`src/rtl/ex_dp_pkg.sv`:
```
package ex_dp_pkg;
  localparam int DATA_W = 16;
  localparam int NREG   = 8;
  localparam int RIDX_W = $clog2(NREG);
  localparam int IMM_W  = 5;

  typedef enum logic [1:0] {
    OP_ADD  = 2'd0,
    OP_AND  = 2'd1,
    OP_NOT  = 2'd2,
    OP_PASS = 2'd3
  } alu_op_e;

  function automatic logic [DATA_W-1:0] sext_imm(input logic [IMM_W-1:0] v);
    return {{(DATA_W-IMM_W){v[IMM_W-1]}}, v};
  endfunction

  function automatic logic [DATA_W-1:0] alu_eval(input alu_op_e op,
                                                 input logic [DATA_W-1:0] a,
                                                 input logic [DATA_W-1:0] b);
    case (op)
      OP_ADD:  return a + b;
      OP_AND:  return a & b;
      OP_NOT:  return ~a;
      default: return a;
    endcase
  endfunction
endpackage

```
`src/rtl/ex_regfile.sv`:
```
module ex_regfile #(
  parameter int DATA_W = 16,
  parameter int NREG   = 8,
  localparam int AW    = $clog2(NREG)
) (
  input  logic              clk,
  input  logic              rst_n,
  input  logic              we,
  input  logic [AW-1:0]     waddr,
  input  logic [DATA_W-1:0] wdata,
  input  logic [AW-1:0]     raddr_a,
  input  logic [AW-1:0]     raddr_b,
  output logic [DATA_W-1:0] rdata_a,
  output logic [DATA_W-1:0] rdata_b
);
  logic [DATA_W-1:0] regs [NREG];

  for (genvar g = 0; g < NREG; g++) begin : g_reg
    logic hit;
    assign hit = we && (waddr == AW'(g));
    always_ff @(posedge clk or negedge rst_n) begin
      if (!rst_n)   regs[g] <= '0;
      else if (hit) regs[g] <= wdata;
    end
  end

  assign rdata_a = regs[raddr_a];
  assign rdata_b = regs[raddr_b];
endmodule

```
`src/rtl/ex_alu.sv`:
```
module ex_alu
  import ex_dp_pkg::*;
#(
  parameter int DATA_W = 16
) (
  input  alu_op_e           op,
  input  logic [DATA_W-1:0] a,
  input  logic [DATA_W-1:0] b,
  output logic [DATA_W-1:0] y
);
  assign y = alu_eval(op, a, b);
endmodule

```
`src/rtl/ex_cond.sv`:
```
module ex_cond #(
  parameter int DATA_W = 16
) (
  input  logic              clk,
  input  logic              rst_n,
  input  logic              cc_we,
  input  logic [DATA_W-1:0] wdata,
  input  logic [2:0]        mask,
  output logic              flag_n,
  output logic              flag_z,
  output logic              flag_p,
  output logic              br_en
);
  logic is_neg, is_zero;

  assign is_neg  = wdata[DATA_W-1];
  assign is_zero = (wdata == '0);

  always_ff @(posedge clk or negedge rst_n) begin
    if (!rst_n) begin
      flag_n <= 1'b0;
      flag_z <= 1'b1;
      flag_p <= 1'b0;
    end else if (cc_we) begin
      flag_n <= is_neg;
      flag_z <= is_zero;
      flag_p <= !is_neg && !is_zero;
    end
  end

  assign br_en = |(mask & {flag_n, flag_z, flag_p});
endmodule

```
`src/rtl/ex_datapath.sv`:
```
module ex_datapath
  import ex_dp_pkg::*;
(
  input  logic        clk,
  input  logic        rst_n,
  input  logic [11:0] instr_lo,
  input  logic        sr1_hi,
  input  logic        dst_link,
  input  logic [1:0]  alu_op,
  input  logic        reg_ld,
  input  logic        cc_ld,
  input  logic [15:0] wr_bus,
  output logic [15:0] alu_y,
  output logic [15:0] sr1_val,
  output logic        br_en
);
  logic [RIDX_W-1:0] fld_hi, fld_mid, fld_lo;
  logic [RIDX_W-1:0] sr1_idx, dst_idx;
  logic [DATA_W-1:0] sr2_val, opnd_b;
  logic              use_imm;
  logic              cc_n, cc_z, cc_p;

  assign fld_hi  = instr_lo[11:9];
  assign fld_mid = instr_lo[8:6];
  assign fld_lo  = instr_lo[2:0];
  assign use_imm = instr_lo[5];

  assign sr1_idx = sr1_hi   ? fld_hi : fld_mid;
  assign dst_idx = dst_link ? RIDX_W'(NREG-1) : fld_hi;

  ex_regfile #(.DATA_W(DATA_W), .NREG(NREG)) u_rf (
    .clk     (clk),
    .rst_n   (rst_n),
    .we      (reg_ld),
    .waddr   (dst_idx),
    .wdata   (wr_bus),
    .raddr_a (sr1_idx),
    .raddr_b (fld_lo),
    .rdata_a (sr1_val),
    .rdata_b (sr2_val)
  );

  assign opnd_b = use_imm ? sext_imm(instr_lo[IMM_W-1:0]) : sr2_val;

  ex_alu #(.DATA_W(DATA_W)) u_alu (
    .op (alu_op_e'(alu_op)),
    .a  (sr1_val),
    .b  (opnd_b),
    .y  (alu_y)
  );

  ex_cond #(.DATA_W(DATA_W)) u_cc (
    .clk    (clk),
    .rst_n  (rst_n),
    .cc_we  (cc_ld),
    .wdata  (wr_bus),
    .mask   (fld_hi),
    .flag_n (cc_n),
    .flag_z (cc_z),
    .flag_p (cc_p),
    .br_en  (br_en)
  );
endmodule

```
`config.mk`:
```
export PLATFORM = sky130hd
export DESIGN_NAME = ex_datapath
export DESIGN_NICKNAME = d
export VERILOG_FILES = /design/src/rtl/ex_dp_pkg.sv /design/src/rtl/ex_regfile.sv /design/src/rtl/ex_alu.sv /design/src/rtl/ex_cond.sv /design/src/rtl/ex_datapath.sv
export SDC_FILE = /design/constraint.sdc
export NUM_CORES = 1
export LEC_CHECK = 0
export ABC_AREA = 1
export ABC_CLOCK_PERIOD_IN_PS = 4850
export BUFFER_PORTS_ARGS = -buffer_cell sky130_fd_sc_hd__buf_2
export CAP_MARGIN = 20
export CORE_UTILIZATION = 65
export CTS_CLUSTER_DIAMETER = 100
export DETAILED_ROUTE_END_ITERATION = 16
export HOLD_SLACK_MARGIN = 0.08
export MAX_ROUTING_LAYER = met4
export PLACE_DENSITY = 0.86
export SETUP_SLACK_MARGIN = 0.1
export SLEW_MARGIN = 20
export SYNTH_ARGS = -nofsm -noshare
export SYNTH_HDL_FRONTEND = slang
export SYNTH_SLANG_ARGS = --single-unit
```
`constraint.sdc`:
```
create_clock -name clk -period 4.85 [get_ports clk]
set_input_delay 0.7275 -clock clk [delete_from_list [all_inputs] [get_ports clk]]
set_output_delay 0.7275 -clock clk [all_outputs]
set_load 0.01 [all_outputs]
```
==> flow_metrics.py, run 1 <==
metrics = {
    "status": {
        "status": "complete, no violations",
    },
    "timing": {
        "relSlewSlack": 0.328,
        "skew_ns": 0,
        "tightest_slew_ns": 1.01,
        "min_period_ns": 4.59,
        "hold_viol": 0,
        "grt_setup_unrepaired": "false",
        "finalSetupViolations": 0,
        "fin_crit_sh": 0.945,
        "setup_tns_ns": 0,
        "fmax_ghz": 0.218,
        "final_max_slew_viol_count": 0,
    },
    "synth": {
        "synth_top_flop_cell": "dfrtp_1",
        "syn_area_per_cell_sq_um": 6.90,
        "yosysWarnings": 0,
        "synth_cell_types": 43,
        "syn_inst": 1194,
        "syn_area_sq_um": 8230,
        "synth_largest_area_cell": "dfrtp_1",
        "ys_async_sr_fraction": 1.00,
        "synth_top_area_frac": 0.395,
        "ys_seq_area_frac": 0.398,
        "synth_nets": 1246,
        "synth_edf_count": 0,
        "yosysMostFrequentCell": "nand2_1",
        "ys_ff_latch": 131,
        "synth_commonest_cells": "nand2_1 (287), o21ai_0 (270), dfrtp_1 (130)",
        "synth.area.top_cells": "dfrtp_1 (40%), o21ai_0 (16%), nand2_1 (13%), nor2_1 (5.5%), a21oi_1 (4.0%)",
    },
    "cells_and_area": {
        "antenna_cells": 0,
        "drive_gt1_frac": 0.133,
        "final_nets": 1300,
        "fin_cells": 1427,
        "synthToLayoutAreaGrowth_pct": 15.2,
        "design_area_sq_um": 9480,
    },
    "grt": {
        "grt_max_degree": 88,
        "grt_use_met3": 0.107,
        "grt_antenna_before_repair": 0,
        "grt_pass1_vias": 8228,
        "use_met2": 0.680,
        "use_met1": 0.540,
        "grt.busiest_layer": "met2",
        "grt_pass1_wl_mm": 42.8,
        "grt.overflow.total": 0,
        "grt_usage": 0.443,
    },
    "setup_path": {
        "critPathCaptureType": "output port",
        "crit_fanout": 26,
        "reg2reg_depth": 2,
        "worstSetupStartpointType": "input port",
        "r2r-end": "u_rf.regs[73]",
        "critical_path_required_ns": 4.12,
        "crit_type": "input port to output port",
        "r2r_start": "u_rf.regs[73]",
        "r2r_slack_ns": 4.08,
        "cp.arrival_ns": 3.86,
    },
    "pwr": {
        "cellPowerDensity_nw_per_um2": 405,
        "power_leakage_nw": 4.52,
        "cell_internal_pwr_mw": 2.53,
        "comb_power_share": 0.278,
        "sequentialPowerShare": 0.381,
        "clkPwrFrac": 0.341,
        "p_switching_mw": 1.32,
        "power_mw": 3.85,
        "netSwitchingFraction": 0.343,
        "ir_drop_mv": 0.300,
    },
    "flow_run": {
        "drv_cap": 0,
    },
    "route": {
        "routed_wl_mm": 27.0,
        "drtPass1Iterations": 6,
        "wire_per_inst_um": 18.9,
        "drc": 0,
        "drt_iter0_drc": 1384,
        "drtAntennaViolNets": 0,
        "viasPerCell": 6.33,
        "via_count": 9026,
    },
    "min_path": {
        "hp-class": "input port to asynchronous set/reset pin",
    },
    "clock_network": {
        "cts_buffers": 17,
        "cts-root-buf": "clkbuf_16",
        "clock_sinks": 131,
        "clk_latency_ns": 0.43,
        "htree_levels": 4,
        "cts_tree": "yes",
        "ctsLongestPathBuffers": 2,
        "cts_hold_buffers": 0,
        "clk_pin_slew_ns": 0.06,
    },
    "floorplanning": {
        "core_sq_um": 12200,
        "pin_count": 69,
        "die-area_sq_um": 13100,
        "num_rows": 40,
        "initial_utilization": 0.677,
        "die_w_um": 115,
        "die_h_um": 115,
    },
    "placed_design": {
        "place_congestion": 1.00,
        "dp_hpwl_mm": 17.0,
        "dp.cells": 1393,
        "portBuffers": 68,
        "placed_area_sq_um": 8810,
    },
}
==> worst max-delay path by stage <==
stage	end	slack (ns)	depth (start not counted)	start
CTS	alu_y[15]	0.30	19	sr1_hi
global placement	alu_y[10]	0.36	17	sr1_hi
finish	alu_y[14]	0.26	19	sr1_hi
global route	alu_y[10]	0.07	18	instr_lo[10]
detailed placement	alu_y[9]	0.33	20	sr1_hi
floorplan	alu_y[15]	0.82	18	sr1_hi
==> repair_timing <==
action / 4_1_cts / 5_1_grt
setup buffers: 0 / 3
endpoints found under the setup margin: 0 / 10
gates resized for setup: 0 / 8
==> placed cells by master, fill, tap and decap left out, drive strengths merged <==
cell type and count:
nand2 295, o21ai 285, dfrtp 130, nor2 121
buf 106, inv 77, a21oi 66, nand3 62
clkbuf 20, ha 16, a31oi 16, o22ai 15
clkinv 6, o2111ai 5, nor3 5, nand4 4
or2 4, nand3b 3, bufinv 3, clkinvlp 3
o211ai 2, a21o 2, o21bai 2, a21boi 2
o31ai 1, o221ai 1, a32o 1, o32ai 1
xor2 1, a211oi 1, a221oi 1, nor4 1
dfstp 1
==> final cells by class <==
type                       instances  area (sq um)
multi-input combinational        913          4410
clock buffer                      20           467
clock inverter                    10           133
inverter                          79           302
sequential                       131          3280
timing repair buffer             106           681
fill                             920          2680
tap                              168           210
==> per-layer routing <==
metal / up-vias / part of all wire
met5: - / 0
met4: 0 / 0.057
met3: 136 / 0.11
met2: 616 / 0.45
met1: 4139 / 0.38
li1: 4135 / -
==> registers in the layout (all words and copies together), names as in the netlist <==
name / cells
u_cc.flag_n: 1
u_cc.flag_p: 1
u_cc.flag_z: 1
u_rf.regs: 128
==> power groups by stage <==
stage / combinational (mW) / sequential, mW / clock, mW
2_1_floorplan: 0.710 / 1.42 / 0
3_3_place_gp: 0.988 / 1.46 / 0
3_5_place_dp: 1.02 / 1.46 / 0
4_1_cts: 1.03 / 1.45 / 1.31
5_1_grt: 1.20 / 1.48 / 1.35
6_report: 1.07 / 1.47 / 1.31
==> cell families after synthesis <==
kind of cell	share of synthesized area
buffers and inverters	0.0726
DFF	0.398
xor gates and xnor gates	0.00106
and+or+nand+nor	0.246
AOI/OAI and AO/OA	0.258
adders and majority gates	0.0243
==> critical path, stage by stage <==
cell	delay [ns]
buf_2	0.20
inv_4	0.10
nand2_4	0.11
nand2_4	0.12
buf_4	0.25
a21oi_1	0.16
o21ai_0	0.12
o21ai_1	0.10
nor2_1	0.06
a31oi_1	0.41
ha_1	0.37
a21oi_1	0.23
o21bai_1	0.10
a221oi_1	0.37
nand2_1	0.09
nand2_1	0.07
nand3_1	0.07
nand3_1	0.07
buf_2	0.12
==> per-stage QoR <==
stage	utilization	hold WS, ns	worst slack, ns
2_1_floorplan	-	0.432	0.818
3_3_place_gp	0.721	0.467	0.364
3_5_place_dp	0.724	0.474	0.332
4_1_cts	0.773	0.487	0.297
5_1_grt	0.780	0.509	0.0692
6_report	0.780	0.446	0.265
No activity file was read; power rests on OpenSTA's default activity.
==> inputs of run 2 (changes only) <==
Settings changed: CORE_UTILIZATION 65 to 55, PLACE_DENSITY 0.86 to 0.74.
==> flow_metrics.py, run 2 (synthesis gave the netlist of run 1 again) <==
metrics = {
    "status": {
        "status": "complete, no violations",
    },
    "grt": {
        "grt.busiest_layer": "met2",
        "grt_usage": 0.354,
        "use_met2": 0.553,
        "grt_pass1_wl_mm": 42.0,
        "grt_antenna_before_repair": 0,
        "grt.overflow.total": 0,
        "grt_pass1_vias": 7991,
        "use_met1": 0.459,
        "grt_use_met3": 0.0524,
        "grt_max_degree": 63,
    },
    "cells_and_area": {
        "largest_reg_flops": 128,
        "antenna_cells": 0,
        "final_common_cell": "nand2_1",
        "fin_cells": 1447,
        "synthToLayoutAreaGrowth_pct": 15.6,
        "largest-register": "u_rf.regs",
        "drive_gt1_frac": 0.131,
        "design_area_sq_um": 9520,
        "final_cell_mix": "nand2_1 (284), o21ai_0 (270), dfrtp_1 (130), nor2_1 (119), inv_1 (75)",
        "final_util": 0.652,
        "final_nets": 1304,
    },
    "clock_network": {
        "clock_sinks": 131,
        "clk_latency_ns": 0.42,
        "ctsLongestPathBuffers": 2,
        "clk_pin_slew_ns": 0.06,
        "cts_hold_buffers": 0,
        "cts-root-buf": "clkbuf_16",
        "cts_buffers": 17,
        "postCtsSetupRepairBufs": 0,
        "post_cts_resized": 0,
        "cts_tree": "yes",
        "htree_levels": 4,
    },
    "timing": {
        "grt_setup_unrepaired": "true",
        "relSlewSlack": 0.272,
        "whs_ns": 0.386,
        "hold_viol": 0,
        "finalSetupViolations": 0,
        "tightest_slew_ns": 1.09,
        "finalWorstSetupSlack_ns": 0.285,
        "setup_tns_ns": 0,
        "min_period_ns": 4.56,
        "skew_ns": 0,
        "fin_crit_sh": 0.941,
        "final_max_slew_viol_count": 0,
        "fmax_ghz": 0.219,
    },
    "setup_path": {
        "worstSetupStartpointType": "input port",
        "critPathCaptureType": "output port",
        "cp.arrival_ns": 3.84,
        "reg2reg_depth": 2,
        "critical_path_required_ns": 4.12,
        "crit_fanout": 18,
        "crit_type": "input port to output port",
    },
    "flow_run": {
        "drv_cap": 0,
    },
    "placed_design": {
        "portBuffers": 68,
        "place_congestion": 0.920,
        "placed_area_sq_um": 8870,
        "dp_hpwl_mm": 17.2,
        "pre_cts_slack_ns": 0.274,
        "dp.cells": 1417,
    },
    "floorplanning": {
        "core_sq_um": 14600,
        "die-area_sq_um": 15500,
        "pin_count": 69,
        "initial_utilization": 0.564,
        "num_rows": 44,
        "die_h_um": 124,
        "die_w_um": 124,
    },
    "route": {
        "via_count": 8650,
        "drt_iter0_drc": 943,
        "drtAntennaViolNets": 0,
        "drtPass1Iterations": 5,
        "drc": 0,
        "viasPerCell": 5.98,
        "wire_per_inst_um": 18.1,
        "routed_wl_mm": 26.2,
    },
    "pwr": {
        "power_mw": 3.86,
        "ir_drop_mv": 0.290,
        "cellPowerDensity_nw_per_um2": 406,
        "power_leakage_nw": 4.53,
    },
    "min_path": {
        "hp-class": "input port to asynchronous set/reset pin",
    },
}
-- run 2: cell type report --
| cell class | count | area [sq um] |
|---|---|---|
| Sequential cell | 131 | 3280 |
| Clock inverter | 10 | 158 |
| Inverter | 79 | 302 |
| Clock buffer | 20 | 457 |
| Tap cell | 184 | 230 |
| Multi-Input combinational cell | 912 | 4390 |
| Timing Repair Buffer | 111 | 703 |
| Fill cell | 1309 | 5070 |
-- run 2: path summary, 6_finish.rpt --
check                      slack, ns            from        endpoint
max                             0.29          sr1_hi       alu_y[15]
min                             0.39           rst_n     u_cc.flag_n
max reg2reg                     4.10  u_rf.regs[117]  u_rf.regs[117]
min reg2reg                     0.49  u_rf.regs[108]  u_rf.regs[108]
max in group asynchronous       3.47           rst_n   u_rf.regs[23]
min in group clk                0.49  u_rf.regs[108]  u_rf.regs[108]
-- run 2: report_power, final --
group | internal [mW] | switching (mW) | leakage, nW
Sequential | 1.30 | 0.162 | 1.66
Clock | 0.878 | 0.473 | 0.294
Combinational | 0.393 | 0.654 | 2.58
Total | 2.57 | 1.29 | 4.53
-- run 2: routing by layer --
| layer | part of all wire | vias up |
|---|---|---|
| li1 | - | 4133 |
| met2 | 0.48 | 403 |
| met5 | 0 | - |
| met3 | 0.069 | 66 |
| met4 | 0.034 | 0 |
| met1 | 0.42 | 4048 |
-- run 2: critical path, stage by stage --
cell	delay [ns]
buf_2	0.17
o21ai_2	0.87
buf_4	0.31
nor2_1	0.06
a31oi_1	0.22
buf_4	0.19
ha_1	0.28
a21oi_1	0.22
o21bai_1	0.11
a211oi_2	0.27
nand2_1	0.08
nand2_1	0.06
nand3_1	0.07
nand3_1	0.07
buf_2	0.12
==> inputs of run 3 (changes only) <==
Settings changed: ABC_CLOCK_PERIOD_IN_PS 4850 to 4200, CORE_MARGIN set to 2.
Clock period 4.85 ns to 4.2 ns, I/O delays scaled along.
==> flow_metrics.py, run 3 (synthesis gave the netlist of run 1 again) <==
metrics = {
    "timing": {
        "fin_crit_sh": 0.946,
        "hold_viol": 0,
        "fmax_ghz": 0.252,
        "grt_setup_unrepaired": "true",
        "relSlewSlack": 0.481,
        "finalSetupViolations": 0,
        "min_period_ns": 3.97,
        "tightest_slew_ns": 0.779,
        "setup_tns_ns": 0,
        "skew_ns": 0,
        "final_max_slew_viol_count": 0,
    },
    "pwr": {
        "cellPowerDensity_nw_per_um2": 461,
        "sequentialPowerShare": 0.370,
        "comb_power_share": 0.288,
        "power_leakage_nw": 4.70,
        "ir_drop_mv": 0.397,
        "clkPwrFrac": 0.342,
        "p_switching_mw": 1.56,
        "netSwitchingFraction": 0.342,
        "cell_internal_pwr_mw": 3.00,
    },
    "route": {
        "drc": 0,
        "via_count": 8881,
        "drtPass1Iterations": 5,
        "viasPerCell": 6.03,
        "drtAntennaViolNets": 0,
        "wire_per_inst_um": 18.4,
        "drt_iter0_drc": 1166,
        "routed_wl_mm": 27.1,
    },
    "clock_network": {
        "clk_latency_ns": 0.43,
        "clock_sinks": 131,
        "htree_levels": 4,
        "cts_tree": "yes",
        "cts_buffers": 17,
        "ctsLongestPathBuffers": 2,
        "cts-root-buf": "clkbuf_16",
        "clk_pin_slew_ns": 0.06,
    },
    "floorplanning": {
        "pin_count": 69,
        "die-area_sq_um": 16000,
        "die_w_um": 126,
        "core_sq_um": 14600,
        "die_h_um": 126,
        "num_rows": 44,
        "initial_utilization": 0.564,
    },
    "min_path": {
        "hp-class": "input port to asynchronous set/reset pin",
    },
    "setup_path": {
        "r2r_start": "u_rf.regs[118]",
        "startpoint": "sr1_hi",
        "r2r_slack_ns": 3.43,
        "worstSetupStartpointType": "input port",
        "crit_fanout": 12,
        "crit_type": "input port to output port",
        "r2r-end": "u_rf.regs[118]",
        "critPathCaptureType": "output port",
        "critical_path_required_ns": 3.57,
        "cp.arrival_ns": 3.34,
        "reg2reg_depth": 2,
    },
    "grt": {
        "grt_pass1_vias": 8264,
        "grt_max_degree": 132,
        "grt_antenna_before_repair": 0,
        "grt_pass1_wl_mm": 42.7,
        "grt.overflow.total": 0,
        "grt_usage": 0.351,
    },
    "flow_run": {
        "drv_cap": 0,
    },
    "cells_and_area": {
        "largest-register": "u_rf.regs",
        "final_nets": 1329,
        "antenna_cells": 0,
        "final_util": 0.678,
        "final_cell_mix": "nand2_1 (283), o21ai_0 (267), dfrtp_1 (130), nor2_1 (120), inv_1 (73)",
        "drive_gt1_frac": 0.161,
        "final_common_cell": "nand2_1",
        "synthToLayoutAreaGrowth_pct": 20.2,
        "nFillCells": 1281,
        "largest_reg_flops": 128,
    },
    "placed_design": {
        "place_congestion": 0.947,
        "portBuffers": 68,
        "dp_hpwl_mm": 17.6,
    },
    "status": {
        "status": "complete, no violations",
    },
}
run 3: area by class of cell:
cell class / count / area, sq um / area share
Sequential cell: 131 / 3280 / 0.331
Multi-Input combinational cell: 912 / 4460 / 0.451
Tap cell: 184 / 230 / 0.0233
Timing Repair Buffer: 136 / 995 / 0.101
Clock inverter: 14 / 188 / 0.0190
Clock buffer: 18 / 429 / 0.0434
Inverter: 79 / 309 / 0.0312
run 3: worst max-delay path by stage:
stage                 to
2_1_floorplan  alu_y[15]
3_5_place_dp    alu_y[8]
5_1_grt        alu_y[14]
4_1_cts         alu_y[6]
6_report        alu_y[8]
3_3_place_gp    alu_y[6]
run 3: worst max-delay path: stages:
cell and delay, ns:
buf_12 0.11, buf_4 0.14, o21ai_2 0.38, buf_4 0.30, inv_1 0.09, nand2_1 0.09
nand2_2 0.11, ha_1 0.25, ha_1 0.21, inv_1 0.06, nand2_1 0.12, nand3_1 0.10
nand2_1 0.12, nand2_1 0.08, nand2_1 0.11, a21boi_1 0.14, o21ai_1 0.08, nand3_1 0.08
buf_2 0.13
run 3: what timing repair did:
item | CTS | global route
hold buffers | 0 | 0
pin swaps | 1 | 10
cloned | 0 | 1
setup endpoints to repair | 4 | 12
buffers inserted | 2 | 5
gates resized for setup | 1 | 41
run 3: through the flow:
stage	worst slack, ns	total power [mW]	cell area, sq um	hold WS, ns	std cells
finish	0.227	4.56	9890	0.249	1474
global route	-0.0372	4.81	9890	0.371	1474
CTS	0.128	4.49	9660	0.355	1468
detailed placement	0.0859	2.92	9020	0.473	1434
global placement	0.131	2.89	9020	0.466	1434
floorplan	0.363	2.46	8230	0.334	1194
run 3: routing by layer:
metal | wire, um | vias up | GRT usage | part of all wire
li1 | - | 4188 | - | -
met3 | 2140 | 86 | 0.0578 | 0.079
met1 | 11300 | 4149 | 0.460 | 0.42
met2 | 12600 | 458 | 0.547 | 0.47
met4 | 993 | 0 | 0.145 | 0.037
met5 | 0 | - | - | 0
run 3: power by group through the flow:
stage / combinational (mW) / clock, mW / sequential, mW
floorplan: 0.820 / 0 / 1.64
global placement: 1.20 / 0 / 1.69
detailed placement: 1.23 / 0 / 1.69
CTS: 1.24 / 1.57 / 1.68
global route: 1.48 / 1.63 / 1.71
finish: 1.31 / 1.56 / 1.69
